[src/rtl/hash_mix_pkg.sv]
package hash_mix_pkg;

  typedef logic [15:0] word_t;

  typedef struct packed {
    word_t a;
    word_t b;
  } acc_t;

  // exchange the two bytes of a word
  function automatic word_t swap_b(input word_t w);
    return {w[7:0], w[15:8]};
  endfunction

  // one cross-update of the accumulator pair by chunk p
  function automatic acc_t mix_step(input acc_t s, input word_t p);
    acc_t  n;
    word_t ps;
    word_t sum;
    ps  = swap_b(p);
    sum = s.a + ps;
    n.a = s.b ^ ps;
    n.b = swap_b(sum);
    return n;
  endfunction

endpackage

[src/rtl/hmc_slot_ctl.sv]
module hmc_slot_ctl #(
  parameter int NCHUNK = 3,
  parameter int CW     = 2
) (
  input  logic          clk,
  input  logic          rst_n,
  input  logic          chunk_vld,
  input  logic          slot_clr,
  output logic          take_w,
  output logic          last_w,
  output logic [CW-1:0] cnt_q
);

  localparam logic [CW-1:0] CNT_END  = CW'(NCHUNK);
  localparam logic [CW-1:0] CNT_LAST = CW'(NCHUNK - 1);

  // the clear wins over a chunk presented with it
  assign take_w = chunk_vld && !slot_clr && (cnt_q < CNT_END);
  assign last_w = take_w && (cnt_q == CNT_LAST);

  always_ff @(posedge clk or negedge rst_n) begin
    if (!rst_n)        cnt_q <= '0;
    else if (slot_clr) cnt_q <= '0;
    else if (take_w)   cnt_q <= cnt_q + 1'b1;
  end

endmodule

[src/rtl/hmc_mix_regs.sv]
module hmc_mix_regs
  import hash_mix_pkg::*;
#(
  parameter word_t TGT_A = 16'hFEB1,
  parameter word_t TGT_B = 16'h9298
) (
  input  logic  clk,
  input  logic  rst_n,
  input  logic  slot_clr,
  input  logic  take_w,
  input  word_t chunk,
  output acc_t  acc_q,
  output logic  hit_q,
  output logic  dead_q,
  output logic  zero_w,
  output logic  upd_w
);

  acc_t nxt_w;
  logic open_w;
  logic match_w;

  assign open_w  = !hit_q && !dead_q;
  assign zero_w  = take_w && open_w && (chunk == 16'h0000);
  assign upd_w   = take_w && open_w && (chunk != 16'h0000);
  assign nxt_w   = mix_step(acc_q, chunk);
  assign match_w = (nxt_w.a == TGT_A) && (nxt_w.b == TGT_B);

  always_ff @(posedge clk or negedge rst_n) begin
    if (!rst_n) begin
      acc_q  <= '0;
      hit_q  <= 1'b0;
      dead_q <= 1'b0;
    end else if (slot_clr) begin
      acc_q  <= '0;
      hit_q  <= 1'b0;
      dead_q <= 1'b0;
    end else begin
      if (upd_w) begin
        acc_q <= nxt_w;
        if (match_w) hit_q <= 1'b1;
      end
      if (zero_w) dead_q <= 1'b1;
    end
  end

endmodule

[src/rtl/hmc_result_pipe.sv]
module hmc_result_pipe #(
  parameter int RES_LAT = 2
) (
  input  logic clk,
  input  logic rst_n,
  input  logic last_w,
  input  logic hit_q,
  output logic res_vld,
  output logic acc_ok
);

  logic fin_q;

  always_ff @(posedge clk or negedge rst_n) begin
    if (!rst_n) fin_q <= 1'b0;
    else        fin_q <= last_w;
  end

  // the verdict is captured one edge after the last chunk, before a clear lands
  for (genvar i = 0; i < RES_LAT; i++) begin : g_st
    logic [1:0] q;
    if (i == 0) begin : g_head
      always_ff @(posedge clk or negedge rst_n) begin
        if (!rst_n) q <= 2'b00;
        else        q <= {fin_q, fin_q & hit_q};
      end
    end else begin : g_body
      always_ff @(posedge clk or negedge rst_n) begin
        if (!rst_n) q <= 2'b00;
        else        q <= g_st[i-1].q;
      end
    end
  end

  assign {res_vld, acc_ok} = g_st[RES_LAT-1].q;

endmodule

[src/rtl/hash_mix_core.sv]
module hash_mix_core
  import hash_mix_pkg::*;
#(
  parameter int    NCHUNK = 3,
  parameter word_t TGT_A  = 16'hFEB1,
  parameter word_t TGT_B  = 16'h9298
) (
  input  logic        clk,
  input  logic        rst_n,
  input  logic [15:0] chunk,
  input  logic        chunk_vld,
  input  logic        slot_clr,
  output logic        res_vld,
  output logic        acc_ok
);

  localparam int CW      = $clog2(NCHUNK + 1);
  localparam int RES_LAT = 2;

  logic          take_w;
  logic          last_w;
  logic [CW-1:0] cnt_q;
  acc_t          acc_q;
  logic          hit_q;
  logic          dead_q;
  logic          zero_w;
  logic          upd_w;
  word_t         acc_a;
  word_t         acc_b;

  assign acc_a = acc_q.a;
  assign acc_b = acc_q.b;

  hmc_slot_ctl #(.NCHUNK(NCHUNK), .CW(CW)) u_ctl (
    .clk(clk), .rst_n(rst_n), .chunk_vld(chunk_vld), .slot_clr(slot_clr),
    .take_w(take_w), .last_w(last_w), .cnt_q(cnt_q)
  );

  hmc_mix_regs #(.TGT_A(TGT_A), .TGT_B(TGT_B)) u_mix (
    .clk(clk), .rst_n(rst_n), .slot_clr(slot_clr), .take_w(take_w),
    .chunk(chunk), .acc_q(acc_q), .hit_q(hit_q), .dead_q(dead_q),
    .zero_w(zero_w), .upd_w(upd_w)
  );

  hmc_result_pipe #(.RES_LAT(RES_LAT)) u_res (
    .clk(clk), .rst_n(rst_n), .last_w(last_w), .hit_q(hit_q),
    .res_vld(res_vld), .acc_ok(acc_ok)
  );

endmodule

[config.mk]
export PLATFORM = sky130hd
export DESIGN_NAME = hash_mix_core
export DESIGN_NICKNAME = d
export VERILOG_FILES = /design/src/rtl/hash_mix_pkg.sv /design/src/rtl/hmc_slot_ctl.sv /design/src/rtl/hmc_mix_regs.sv /design/src/rtl/hmc_result_pipe.sv /design/src/rtl/hash_mix_core.sv
export SDC_FILE = /design/constraint.sdc
export NUM_CORES = 1
export LEC_CHECK = 0
export ABC_AREA = 1
export CAP_MARGIN = 10
export CORE_UTILIZATION = 61
export CTS_BUF_LIST = sky130_fd_sc_hd__clkbuf_8
export CTS_CLUSTER_DIAMETER = 200
export DETAILED_ROUTE_END_ITERATION = 8
export PLACE_DENSITY_LB_ADDON = 0.25
export SKIP_LAST_GASP = 1
export SYNTH_ARGS = -nofsm -noshare
export SYNTH_HDL_FRONTEND = slang
export SYNTH_SLANG_ARGS = --single-unit
[constraint.sdc]
create_clock -name clk -period 2 [get_ports clk]
set_input_delay 0.4 -clock clk [delete_from_list [all_inputs] [get_ports clk]]
set_output_delay 0.4 -clock clk [all_outputs]
set_load 0.02 [all_outputs]
==> run metrics <==
Die Ht 71.25 um; Compound-Gate Fraction of Synth Area 6.330%; arrival time worst endpoint 2.25 ns; port bufs 21; Distinct cells, synth 26; Initial DRT Pass Iterations 8; commonest cells after routing, fill and taps aside nand2_1, inv_1, buf_4; Post-Syn Nets 482; Final Instance Area 0.003970 mm^2; most common cell after layout, fill and taps aside nand2_1; share of cells above drive strength 1 23.71%; cells after synthesis 444; n_diodes 0; Sink Count 41; Mapped Area 0.002925 mm^2; outcome complete, but fails checks; via count 3,278; synth top area cells dfrtp_1, nand2_1, inv_1, ha_1, nand3_1; CP startpoint kind flop; Worst Path Class, Setup flop to flop; mean area per synthesized cell 6.589 um^2; routed len/inst 16.37 um; FF-to-FF Start u_mix.acc_q[16]$_DFFE_PN0P_; Row Count 24; violated checks DRC, setup timing; Post-DRT Antenna Nets 0; Slew HR 63.90%; LEAKAGE 2.204 nW; Final nets 560; Net Sw Power 1.004 mW; VDD IR max 0.7107 mV; final hold slack 0.1577 ns; die width 71.25 um; Placed Area 0.003578 mm^2; worst path required time 2.22 ns; Clk Latency, worst-skew pair 0.30 ns; GRT Residual Overflow 0; final hold viol count 0; r2r setup slk -0.02 ns; routability congestion estimate from global placement 0.9166; total core area 0.004474 mm^2; initial drt markers 376; htree depth 2; pre-CTS WS -0.4820 ns; mux share of post-synthesis cell area 0%; sequential share of power 36.2%; global-route wire length before repair 14.62 mm; Worst R2R Path Depth 13; slew at the pin closest to its max-slew limit 0.5415 ns; Layout fillers 232; total negative setup slack -0.02306 ns; register area share after synthesis 35.07%; IO Pins 22; RR Endpoint u_mix.hit_q$_DFFE_PN0P_; Sw Share 37.31%; DP HPWL 6.498 mm; Register Area 0.001026 mm^2; top-area cell type share of the netlist area 35.07%; Area Growth Syn to Fin 35.71%; starting density of the core 65.38%; Root Driver clkbuf_8; post-DR vias/cell 5.701; DRC 1; WL final 9.411 mm; cts bufs inserted 5; Clock transition at path regs 0.08 ns; Final WS setup -0.02306 ns; # Max-Cap Violations 0; Synth Area in XOR/XNOR 1.198%; Simple-Gate Fraction of Synth Area 38.67%; skew final 0.006675 ns; Final setup viols 1; GRT Overall Usage 37.72%; YS warnings 0; final worst path period share 101.2%; cell-internal power 1.686 mW; Synth Area in Adders 7.956%; P per Cell Area 677.6 mW/mm^2; Clock Tree Buf Depth 2; Pwr Total 2.690 mW; combinational share of power 41.8%; RSZ-0062 raised after global routing yes; maximum clock rate 0.4943 GHz; die area 0.005077 mm^2; worst hold path type input pin to asynchronous set/reset pin; vias in the first global route 3,131; Critical Path Fanout Max 4; largest family of logic cells by synthesized area simple AND/OR/NAND/NOR gates; crit path time final 2.023 ns; CTS tree yes; largest area contributor in the netlist dfrtp_1; initial antenna violation count 0; clock share of power 22.0%; Critical Path End Type flop; largest net degree at the start of global routing 42; flops & latches, synth 41; Slew Viols, Final 0; multi-input logic area 0.001849 mm^2
## what timing repair did
action,in CTS,in global routing
hold buffers,0,0
buffers inserted,2,0
pin swaps,8,15
gates resized for setup,24,30
endpoints found under the setup margin,7,27
## area by class of cell
type                    count  area share, %
inverters                  74          6.997
flip-flops and latches     41          25.84
clock inverters             2         0.3467
well taps                  52          1.639
clock buffers               6          2.080
multi-input cells         321          46.58
repair buffers             79          16.51
## power groups by stage
stage	Sequential, mW	Clock, mW	Combinational, mW
2_1_floorplan	0.961	0	0.523
3_3_place_gp	0.968	0	0.925
3_5_place_dp	0.974	0	0.949
4_1_cts	0.969	0.583	1.03
5_1_grt	0.980	0.617	1.22
6_report	0.974	0.591	1.13
## critical path, stage by stage (launching register included)
cell and delay [ns]:
dfrtp_1 0.40, ha_2 0.19, fa_2 0.40, nand3_2 0.12, nand2_2 0.09, nand2_2 0.12
nand2_4 0.07, nand2_2 0.08, nand2_1 0.05, nand2_1 0.05, nand2_1 0.06, nor2_1 0.09
nand4_1 0.10, a21oi_1 0.13
## worst max path at each step
stage / cells past startpoint / slack (ns) / to / startpoint
global placement: 14 / -0.44 / u_mix.hit_q$_DFFE_PN0P_ / chunk[8]
CTS: 10 / -0.03 / u_mix.hit_q$_DFFE_PN0P_ / u_mix.acc_q[16]$_DFFE_PN0P_
detailed placement: 14 / -0.48 / u_mix.hit_q$_DFFE_PN0P_ / chunk[8]
finish: 13 / -0.02 / u_mix.hit_q$_DFFE_PN0P_ / u_mix.acc_q[16]$_DFFE_PN0P_
global route: 13 / -0.11 / u_mix.hit_q$_DFFE_PN0P_ / u_mix.acc_q[16]$_DFFE_PN0P_
floorplan: 13 / 0.1 / u_mix.hit_q$_DFFE_PN0P_ / chunk[8]
## layer usage
| metal | track usage (%) | up-vias | share of wire [%] |
|---|---|---|---|
| met5 | 0 | - | 0 |
| met4 | 14.00 | 0 | 3.4 |
| met3 | 7.032 | 38 | 8.8 |
| met2 | 66.35 | 201 | 49 |
| met1 | 46.21 | 1500 | 38 |
| li1 | - | 1539 | - |
## state kept, by name (all words and copies together), names as in the netlist
signal	flops
u_ctl.cnt_q	2
u_mix.acc_q	32
u_mix.dead_q	1
u_mix.hit_q	1
u_res.fin_q	1
u_res.g_st.q	4
## per-stage QoR
| step | utilization [%] | std cells |
|---|---|---|
| final | 88.73 | 575 |
| after global routing | 88.73 | 575 |
| after CTS | 86.13 | 575 |
| after detailed placement | 79.98 | 565 |
| after global placement | 79.98 | 565 |
| after floorplan | - | 444 |
## synthesized netlist by cell type (all sizes together)
cell    count
nor3        3
a21oi       9
nand4       4
nand3b      4
xnor2       1
clkbuf      2
nand3      43
nor2       30
o21ai      17
ha         17
nand2     180
fa          1
inv        74
o22ai       6
and2        1
or2         1
buf         6
xor2        3
a32o        1
dfrtp      41
## cell families (layout without fill, tap and decap cells)
family	Yosys count	after routing
compound gates	33	33
xor+xnor	4	4
fa+ha+maj	18	18
buf+inv	82	161
flops	41	41
simple gates	266	266
No activity file was read; power rests on OpenSTA's default activity.
